`config.mk`:
```
export PLATFORM = sky130hd
export DESIGN_NAME = cfg_stream_seq
export DESIGN_NICKNAME = d
export VERILOG_FILES = /design/src/rtl/cfg_seq_pkg.sv /design/src/rtl/cfg_holdoff_tmr.sv /design/src/rtl/cfg_dclk_gen.sv /design/src/rtl/cfg_req_pulse.sv /design/src/rtl/cfg_stream_seq.sv
export SDC_FILE = /design/constraint.sdc
export NUM_CORES = 1
export LEC_CHECK = 0
export BUFFER_PORTS_ARGS = -buffer_cell sky130_fd_sc_hd__buf_4
export CAP_MARGIN = 20
export CORE_MARGIN = 2
export CORE_UTILIZATION = 57
export DETAILED_ROUTE_END_ITERATION = 10
export PLACE_DENSITY = 0.8
export SYNTH_ARGS = -nofsm -noshare
export SYNTH_HDL_FRONTEND = slang
export SYNTH_SLANG_ARGS = --single-unit
```
`constraint.sdc`:
```
create_clock -name clk -period 4.6 [get_ports clk]
set_input_delay 0.23 -clock clk [delete_from_list [all_inputs] [get_ports clk]]
set_output_delay 0.23 -clock clk [all_outputs]
set_load 0.03 [all_outputs]
```
`src/rtl/cfg_seq_pkg.sv`:
```
package cfg_seq_pkg;
   typedef enum logic [2:0] {
      ST_HOLD  = 3'd0,
      ST_WAIT  = 3'd1,
      ST_XFER  = 3'd2,
      ST_CHECK = 3'd3,
      ST_DONE  = 3'd4
   } seq_st_e;
endpackage

```
`src/rtl/cfg_holdoff_tmr.sv`:
```
module cfg_holdoff_tmr #(
   parameter int unsigned SHORT_CYC = 20,
   parameter int unsigned LONG_CYC  = 60
) (
   input  logic clk,
   input  logic rst_n,
   input  logic en,
   input  logic long_sel,
   output logic expire_o
);
   localparam int unsigned MAX_CYC = (LONG_CYC > SHORT_CYC) ? LONG_CYC : SHORT_CYC;
   localparam int unsigned TW      = $clog2(MAX_CYC + 1);

   logic [TW-1:0] cnt_q;
   logic [TW-1:0] limit;

   generate
      if (SHORT_CYC == LONG_CYC) begin : g_fixed
         assign limit = TW'(SHORT_CYC - 1);
      end else begin : g_sel
         assign limit = long_sel ? TW'(LONG_CYC - 1) : TW'(SHORT_CYC - 1);
      end
   endgenerate

   // ">=" keeps the timer finite if the selection shrinks mid-count
   assign expire_o = en && (cnt_q >= limit);

   always_ff @(posedge clk or negedge rst_n) begin
      if (!rst_n) begin
         cnt_q <= '0;
      end else if (en && !expire_o) begin
         cnt_q <= cnt_q + TW'(1);
      end
   end
endmodule

```
`src/rtl/cfg_dclk_gen.sv`:
```
module cfg_dclk_gen #(
   parameter int unsigned DATA_W   = 8,
   parameter int unsigned HALF_CYC = 2
) (
   input  logic              clk,
   input  logic              rst_n,
   input  logic              run,
   input  logic [DATA_W-1:0] src_data,
   input  logic              src_valid,
   output logic              src_ready,
   output logic              dclk_o,
   output logic [DATA_W-1:0] data_o,
   output logic              rise_o
);
   localparam int unsigned CW = (HALF_CYC > 1) ? $clog2(HALF_CYC) : 1;
   localparam logic [CW-1:0] PH_END = CW'(HALF_CYC - 1);

   logic [CW-1:0]     ph_q;
   logic              dclk_q;
   logic [DATA_W-1:0] data_q;
   logic              ph_end;
   logic              take;

   assign ph_end    = (ph_q == PH_END);
   assign src_ready = run && dclk_q && ph_end;
   assign take      = src_ready && src_valid;
   assign rise_o    = run && !dclk_q && ph_end;
   assign dclk_o    = dclk_q;
   assign data_o    = data_q;

   always_ff @(posedge clk or negedge rst_n) begin
      if (!rst_n) begin
         dclk_q <= 1'b1;
         ph_q   <= '0;
         data_q <= '0;
      end else if (!run) begin
         dclk_q <= 1'b1;
         ph_q   <= '0;
      end else if (take) begin
         dclk_q <= 1'b0;
         data_q <= src_data;
         ph_q   <= '0;
      end else if (rise_o) begin
         dclk_q <= 1'b1;
         ph_q   <= '0;
      end else if (!ph_end) begin
         ph_q <= ph_q + CW'(1);
      end
   end
endmodule

```
`src/rtl/cfg_req_pulse.sv`:
```
module cfg_req_pulse #(
   parameter int unsigned PULSE_CYC = 4
) (
   input  logic clk,
   input  logic rst_n,
   input  logic fire,
   output logic req_o
);
   logic req_q;
   assign req_o = req_q;

   generate
      if (PULSE_CYC == 1) begin : g_single
         always_ff @(posedge clk or negedge rst_n) begin
            if (!rst_n) req_q <= 1'b0;
            else        req_q <= fire;
         end
      end else begin : g_count
         localparam int unsigned PW = $clog2(PULSE_CYC);
         logic [PW-1:0] cnt_q;
         always_ff @(posedge clk or negedge rst_n) begin
            if (!rst_n) begin
               req_q <= 1'b0;
               cnt_q <= '0;
            end else if (fire) begin
               req_q <= 1'b1;
               cnt_q <= '0;
            end else if (req_q) begin
               if (cnt_q == PW'(PULSE_CYC - 1)) req_q <= 1'b0;
               else                             cnt_q <= cnt_q + PW'(1);
            end
         end
      end
   endgenerate
endmodule

```
`src/rtl/cfg_stream_seq.sv`:
```
module cfg_stream_seq
   import cfg_seq_pkg::*;
#(
   parameter int unsigned DATA_W    = 8,
   parameter int unsigned NUM_BYTES = 4,
   parameter int unsigned HALF_CYC  = 2,
   parameter int unsigned EXTRA_CYC = 3,
   parameter int unsigned SHORT_CYC = 20,
   parameter int unsigned LONG_CYC  = 60,
   parameter int unsigned PULSE_CYC = 4
) (
   input  logic              clk,
   input  logic              rst_n,
   input  logic              long_sel,
   input  logic [DATA_W-1:0] src_data,
   input  logic              src_valid,
   output logic              src_ready,
   output logic [DATA_W-1:0] cfg_data,
   output logic              cfg_clk,
   input  logic              oe_in,
   output logic              oe_drive_low,
   input  logic              ncs_in,
   input  logic              reconf_trig,
   output logic              reconf_drive_low,
   output logic              busy,
   output logic              done,
   output logic              error
);
   localparam int unsigned BCW = (NUM_BYTES > 1) ? $clog2(NUM_BYTES) : 1;
   localparam int unsigned ECW = (EXTRA_CYC > 1) ? $clog2(EXTRA_CYC) : 1;

   if (DATA_W < 1)     begin : g_bad_width  $error("DATA_W must be at least 1");      end
   if (NUM_BYTES < 1)  begin : g_bad_bytes  $error("NUM_BYTES must be at least 1");   end
   if (HALF_CYC < 1)   begin : g_bad_half   $error("HALF_CYC must be at least 1");    end
   if (EXTRA_CYC < 1)  begin : g_bad_extra  $error("EXTRA_CYC must be at least 1");   end
   if (SHORT_CYC < 1)  begin : g_bad_short  $error("SHORT_CYC must be at least 1");   end
   if (LONG_CYC < 1)   begin : g_bad_long   $error("LONG_CYC must be at least 1");    end
   if (PULSE_CYC < 1)  begin : g_bad_pulse  $error("PULSE_CYC must be at least 1");   end

   seq_st_e        st_q, st_d;
   logic [BCW-1:0] bcnt_q;
   logic [ECW-1:0] ecnt_q;
   logic           hold_exp;
   logic           run;
   logic           bit_rise;
   logic           last_byte;
   logic           chk_end;
   logic           err_ev;

   assign oe_drive_low = (st_q == ST_HOLD);
   assign run          = (st_q == ST_XFER) && oe_in;
   assign last_byte    = (bcnt_q == BCW'(NUM_BYTES - 1));
   assign chk_end      = (ecnt_q == ECW'(EXTRA_CYC - 1));
   assign err_ev       = (st_q == ST_CHECK) && oe_in && chk_end && !ncs_in;

   cfg_holdoff_tmr #(.SHORT_CYC(SHORT_CYC), .LONG_CYC(LONG_CYC)) u_hold (
      .clk      (clk),
      .rst_n    (rst_n),
      .en       (st_q == ST_HOLD),
      .long_sel (long_sel),
      .expire_o (hold_exp)
   );

   cfg_dclk_gen #(.DATA_W(DATA_W), .HALF_CYC(HALF_CYC)) u_dclk (
      .clk       (clk),
      .rst_n     (rst_n),
      .run       (run),
      .src_data  (src_data),
      .src_valid (src_valid),
      .src_ready (src_ready),
      .dclk_o    (cfg_clk),
      .data_o    (cfg_data),
      .rise_o    (bit_rise)
   );

   cfg_req_pulse #(.PULSE_CYC(PULSE_CYC)) u_req (
      .clk   (clk),
      .rst_n (rst_n),
      .fire  (reconf_trig || err_ev),
      .req_o (reconf_drive_low)
   );

   always_comb begin
      st_d = st_q;
      unique case (st_q)
         ST_HOLD:  if (hold_exp) st_d = ST_WAIT;
         ST_WAIT:  if (oe_in) st_d = ST_XFER;
         ST_XFER: begin
            if (!oe_in)                     st_d = ST_WAIT;
            else if (bit_rise && last_byte) st_d = ST_CHECK;
         end
         ST_CHECK: begin
            if (!oe_in)       st_d = ST_WAIT;
            else if (chk_end) st_d = ncs_in ? ST_DONE : ST_WAIT;
         end
         ST_DONE:  if (!oe_in) st_d = ST_WAIT;
         default:  st_d = ST_HOLD;
      endcase
   end

   always_ff @(posedge clk or negedge rst_n) begin
      if (!rst_n) begin
         st_q   <= ST_HOLD;
         bcnt_q <= '0;
         ecnt_q <= '0;
         busy   <= 1'b0;
         done   <= 1'b0;
         error  <= 1'b0;
      end else begin
         st_q <= st_d;
         busy <= (st_d == ST_XFER) || (st_d == ST_CHECK);
         done <= (st_d == ST_DONE);

         if (st_q != ST_XFER) bcnt_q <= '0;
         else if (bit_rise)   bcnt_q <= bcnt_q + BCW'(1);

         if (st_q != ST_CHECK) ecnt_q <= '0;
         else if (!chk_end)    ecnt_q <= ecnt_q + ECW'(1);

         if (err_ev)                error <= 1'b1;
         else if (st_d == ST_DONE)  error <= 1'b0;
      end
   end
endmodule

```
==> metrics.md, run 1 <==
| Metric | Value |
|---|---|
| Setup-failing EPs final | 0 |
| Routed Antenna Nets | 0 |
| Detailed Place HPWL | 1.927 mm |
| Compound-gate portion of the synthesized area | 5.124% |
| First-pass GRT wire length | around 4.1 mm |
| Routed length per placed instance | ~14 um |
| Post-Syn Area | 1416 um2 |
| Max_slew headroom | about three quarters |
| CTS H-tree depth | 2 |
| Wl on met1 | ~1.1 mm |
| Pleak | 0.8606 nW |
| Clk root buf | clkbuf_4 |
| Worst Tran Pin Value | 360.6 ps |
| RSZ-0062 raised after global routing | no |
| Worst VDD drop | roughly 0.39 mV |
| DR vias | 978 |
| Top routing layer used | met4 |
| Ys Warns | 0 |
| XOR/XNOR share of the synthesized area | 5.565% |
| Synthesized instance count | 116 |
| Post-synth EDFFs | 0 |
| Antenna violations before repair | 0 |
| Ant. Diodes | 0 |
| Synth Net Count | 137 |
| Iteration-0 DRC Markers | 17 |
| Post-synthesis adder-cell area fraction | approximately 5.3% |
| Initial core utilization | between 50% and 60% |
| Fin crit period | roughly 1700 ps |
| Max Freq | 592.4 MHz |
| Routed wl met3 | 134 um |
| Clock sink total | 29 |
| Max Transition Viols Final | 0 |
| Die area | 2900 um2 |
| First-pass DRT Iterations | 4 |
| Core ar. | 2410 um2 |
| Top FF cell, synth | dfrtp_1 |
| Post-synthesis sequential area ratio | between 50% and 60% |
| Port bufs | 29 |
| Final instance area | between 1500 and 2000 um2 |
| Clock buffer count from CTS | 5 |
| Clock transition at the registers of the reported paths | 90 ps |
| Skew final | 11.92 ps |
| Final Cycle Share | 36.69% |
| Synth top area share | slightly below 50% |
| # IOs | 30 |
| Chip Width | 53.85 um |
| Max-Cap Viols | 0 |
| Vias in the first global route | between 900 and 1,000 |
| Die Ht | 53.85 um |
| Post-Syn Area per Cell | 12.21 um2 |
| Multiplexer area fraction after synthesis | 10.69% |
| Share of cells above drive strength 1 | ~32% |
| Seq cells post-synth | 29 |
| Area grow syn2layout | 20.67% |
| Startpoint types | register |
| DP Area | 1650 um2 |
| Worst-Skew Late Latency | 330 ps |
| Largest net degree at the start of global routing | 30 |
| WP data required | around 4400 ps |
| Post-synth top cells | dfrtp_1 (28), mux2_4 (8), nor2_1 (8) |
| Async SR Flop Fraction | between 90% and 100% |
| Worst-case clock buffer depth | 2 |
| Met2 routed WL | approximately 1.3 mm |
| Via-to-Cell Ratio | between 5 and 6 |
| Setup TNS | 0 ps |
| Ranking of synthesized cells by area | dfrtp_1 (49%), mux2_4 (8.5%), ha_1 (5.3%) |
| Layout Nets | 171 |
| Detailed Route WL | between 2 and 3 mm |
| Power density cells | just under 500 nW/um2 |
| Synth cell types | 37 |
| Final hold vios | 0 |
| Routability cong. | 0.7371 |
| Class of the worst hold path | primary input to register |
| Setup crit end kind | output pin |
| CTS tree | done |
| Main combinational cell family by area after synthesis | simple AND/OR/NAND/NOR gates |
| Area leader, netlist | dfrtp_1 |
| Crit Path Class | register to output pin |
| Post-Synth Simple-Gate Area | 19.70% |
| Worst-path fanout max | 10 |
| # rows | 18 |
| Status | finished, final reports clean |
| DRC Markers | 0 |
| Crit path arrival time | 1460 ps |
| GR Overflow Total | 0 |
| GRT Total Usage | between 20% and 30% |
| Top-count cell post-synth | dfrtp_1 |
-- final cells by class --
type                       count  area [um2]
multi-input combinational     81       656.9
timing repair buffer          30       227.7
sequential                    29       726.9
clock buffer                   8       48.80
tap                           30       37.54
inverter                       3       11.26
fill                         182       700.7
-- registers in the layout, summed over array words and instances, names as in the netlist --
name / count
u_hold.cnt_q: 6
bcnt_q: 2
busy: 1
u_req.req_o: 1
done: 1
ecnt_q: 2
u_dclk.ph_end: 1
st_q: 3
u_dclk.dclk_o: 1
u_req.g_count.cnt_q: 2
u_dclk.data_o: 8
error: 1
-- cells in the final DEF, fill, tap and decap left out, drive strengths merged, types with 3 or more instances in the layout --
cell type and count:
nand2b 5, inv 3, ha 6, mux2 9
xnor2 6, nand2 6, buf 29, nor3 5
o21ai 4, xor2 3, a21oi 3, nor2 9
nor2b 3, clkbuf 8, dfrtp 28
-- through the flow --
| stage | total power, W | setup slack [ps] | std cells | util (%) | hold WS [ps] |
|---|---|---|---|---|---|
| global route | 0.0009109 | 2829 | 181 | 70.92 | 117.3 |
| global placement | 0.0006868 | 3080 | 172 | 68.48 | 165.8 |
| finish | 0.0008495 | 2912 | 181 | 70.92 | 135.5 |
| floorplan | 0.0006078 | 2931 | 116 | - | -65.59 |
| detailed placement | 0.0007107 | 3000 | 172 | 68.48 | 169.9 |
| CTS | 0.0008567 | 2901 | 181 | 70.92 | 122.3 |
-- cell families (layout without fill, tap and decap cells) --
| logic type | Yosys count | after routing |
|---|---|---|
| muxes | 11 | 11 |
| DFF | 29 | 29 |
| AOI/OAI and AO/OA | 12 | 12 |
| adders and majority gates | 6 | 6 |
| xor gates and xnor gates | 9 | 9 |
| buffers and inverters | 6 | 41 |
| and+or+nand+nor | 43 | 43 |
-- routing by layer --
| metal | GRT usage (%) | vias up |
|---|---|---|
| met4 | 11.97 | 0 |
| met5 | 0 | - |
| li1 | - | 474 |
| met1 | 26.09 | 466 |
| met3 | 9.167 | 9 |
| met2 | 31.91 | 29 |
-- worst max-delay path: stages, from the launching register on --
cell       delay [ps]
dfrtp_1           490
nand4bb_4         300
nor2_4            170
buf_4             170
-- power breakdown --
part	internal (W)	switching, W	leakage, nW	total (W)
logic	0.000155	0.000164	0.457	0.000319
registers	0.000321	0.0000661	0.377	0.000387
clock network	0.0000608	0.0000828	0.0265	0.000144
total	0.000537	0.000313	0.861	0.000850
-- path summary, 6_finish.rpt --
path	start	end	slack, ps	depth (start not counted)
hold / removal	src_data[7]	u_dclk.data_o[7]	140	2
setup reg to reg	u_hold.cnt_q[3]	u_hold.cnt_q[5]	2980	5
min in group asynchronous	rst_n	bcnt_q[0]	350	2
setup / recovery	st_q[2]	src_ready	2910	3
max in group asynchronous	rst_n	u_dclk.dclk_o	3930	2
hold reg to reg	error	error	490	1
-- timing repair --
| action | in CTS | in global routing |
|---|---|---|
| hold endpoints to repair | 28 | 0 |
| setup buffers | 0 | 0 |
| gates resized for setup | 0 | 0 |
| hold buffers | 1 | 0 |
Power figures use the tool's default switching activity.
==> inputs of run 2 (changes only) <==
- CORE_UTILIZATION: 57 -> 48
- PLACE_DENSITY: 0.8 -> 0.71
- clock period: 4.6 -> 1.44 ns (I/O delays scaled with it)
==> metrics.md, run 2 (synthesis results as in run 1) <==
| Metric | Value |
|---|---|
| Core ar. | 2781 um2 (+15%) |
| Ant. Diodes | 0 (unchanged) |
| Startpoint types | register |
| Die area | 3401 um2 (+17%) |
| Chip Width | 58.32 um (+8.3%) |
| Clock buffer count from CTS | 5 (unchanged) |
| Area grow syn2layout | 43.02% |
| Worst-case clock buffer depth | 2 (unchanged) |
| Setup-failing EPs final | 15 (+15) |
| Antenna violations before repair | 0 (unchanged) |
| Routed Antenna Nets | 0 (unchanged) |
| Clock transition at the registers of the reported paths | 90 ps (about the same) |
| Worst VDD drop | 1.244 mV (+220%) |
| CTS H-tree depth | 2 (unchanged) |
| Worst Tran Pin Value | 358.5 ps (-2.134 ps) |
| Max-Cap Viols | 0 (unchanged) |
| First-pass GRT wire length | 4.533 mm (+9.9%) |
| Worst setup margin | -113.9 ps (-3026 ps) |
| Detailed Route WL | 2.708 mm (+3.9%) |
| Critical-path top delay cell | dfrtp_1 |
| Register area | 730.7 um2 (+0.52%) |
| GR Overflow Total | 0 (unchanged) |
| Setup TNS | -630.9 ps (-630.9 ps) |
| Ordered list of cells on the worst path | ha_1 > o211ai_1 > and2_4 > nand4_1 > xnor2_1 |
| Setup crit end kind | register |
| DP Area | 1744 um2 (+5.7%) |
| RSZ-0062 raised after global routing | yes |
| Largest register FFs | 8 (unchanged) |
| # IOs | 30 (unchanged) |
| DRC Markers | 0 (unchanged) |
| Layout Nets | 198 (+16%) |
| Initial core utilization | 50.92% (-7.9 points) |
| Die Ht | 58.32 um (+8.3%) |
| Clock sink total | 29 (unchanged) |
| Share of cells above drive strength 1 | 44.38% (+12 points) |
| Crit path arrival time | 1790 ps (+330 ps) |
| Skew final | 11.96 ps (+0.03950 ps) |
| WP data required | 1670 ps (-2700 ps) |
| Largest net degree at the start of global routing | 30 (unchanged) |
| Final Cycle Share | 107.9% |
| Via-to-Cell Ratio | 5.067 (-6.2%) |
| Final hold vios | 0 (unchanged) |
| Routed length per placed instance | 12.96 um (-10%) |
| Clk root buf | clkbuf_4 |
| GRT Total Usage | 18.10% (-3.4 points) |
| Crit Path Class | register to register |
| First-pass DRT Iterations | 4 (unchanged) |
| Fin crit period | approximately 1600 ps |
| Routability cong. | 0.8024 (+8.9%) |
| Power density cells | 1607 nW/um2 (+220%) |
| Final instance area | 2026 um2 (+19%) |
| Port bufs | 29 (unchanged) |
| Max_slew headroom | 76.10% (+0.14 points) |
| Detailed Place HPWL | 1.833 mm (-4.9%) |
| Multi-input gate area | 694.4 um2 (+5.7%) |
| Class of the worst hold path | primary input to register |
| Failing checks | setup timing |
| Max Freq | 643.5 MHz |
| Most frequent cells in the layout | buf_4 (44), dfrtp_1 (25), dlygate4sd3_1 (9) |
| Worst-path fanout max | 4 (-6) |
| Layout filler cell count | 207 (+14%) |
| DR vias | 1,059 (+8.3%) |
| Crit path largest cell delay | 400 ps (-90 ps) |
| CTS tree | done |
| Iteration-0 DRC Markers | 7 (-10) |
| Max Transition Viols Final | 0 (unchanged) |
| Pleak | 1.015 nW (+18%) |
| Status | finished with violations |
| # rows | 19 (+1) |
| Commonest non-fill, non-tap cell in the layout | buf_4 |
| Vias in the first global route | 1,066 (+16%) |
| Worst-Skew Late Latency | 340 ps (about the same) |
-- run 2: cell types whose count changed in the layout (fill, tap and decap cells not counted), sizes merged --
cell,delta
clkbuf,-1
dlygate4sd3,+8
buf,+19
bufinv,+1
-- run 2: final timing paths --
check	startpoint	endpoint	slack, ps	cells past startpoint
worst max-delay path	u_hold.cnt_q[3]	u_hold.cnt_q[4]	-110	5
worst min-delay path	reconf_trig	u_req.g_count.cnt_q[1]	10	3
worst max register to register	u_hold.cnt_q[3]	u_hold.cnt_q[4]	-110	5
worst min register to register	error	error	490	1
max in group asynchronous	rst_n	u_dclk.dclk_o	950	2
min in group asynchronous	rst_n	u_hold.cnt_q[1]	180	2
-- run 2: power breakdown --
group | switching, W | internal (W)
registers | 0.000164 | 0.00103
clock network | 0.000286 | 0.000414
logic | 0.000626 | 0.000735
-- run 2: cell type report --
| type | instances | area share, % |
|---|---|---|
| Clock inverter | 1 | 1.482 |
| Sequential cell | 29 | 36.07 |
| Tap cell | 31 | 1.915 |
| Inverter | 3 | 0.5559 |
| Multi-Input combinational cell | 81 | 34.28 |
| Clock buffer | 7 | 2.718 |
| Timing Repair Buffer | 57 | 22.98 |
-- run 2: critical path, delay by kind of cell, from the launching register on --
family / cells / cell delay (ps)
xor gates and xnor gates: 1 / 140
adders and majority gates: 1 / 290
AOI/OAI and AO/OA: 1 / 280
DFF: 1 / 400
and+or+nand+nor: 2 / 330
-- run 2: through the flow --
| step | std cells | hold WS, ps | power, W | worst slack [ps] | util (%) |
|---|---|---|---|---|---|
| after floorplan | 116 | -223.6 | 0.001951 | -93.17 | - |
| after global placement | 184 | 12.48 | 0.002350 | 11.30 | 62.71 |
| after detailed placement | 184 | 15.17 | 0.002402 | -113.9 | 62.71 |
| after CTS | 204 | 10.88 | 0.003216 | -115.9 | 70.22 |
| after global routing | 209 | 5.073 | 0.003471 | -145.8 | 72.83 |
| final | 209 | 13.81 | 0.003255 | -113.9 | 72.83 |
-- run 2: metal layers --
metal | global-route usage, % | vias to the layer above | wire length (um)
li1 | - | 524 | -
met1 | 21.85 | 507 | 1203
met2 | 29.05 | 21 | 1325
met3 | 5.275 | 7 | 116
met4 | 9.967 | 0 | 63
met5 | 0 | - | 0
-- run 2: repair_timing --
action / in CTS / in global routing
buffers inserted: 3 / 5
endpoints found under the setup margin: 18 / 20
pin swaps: 8 / 7
hold endpoints to repair: 37 / 0
cloned: 0 / 0
resized for setup: 6 / 9
hold buffers: 9 / 0
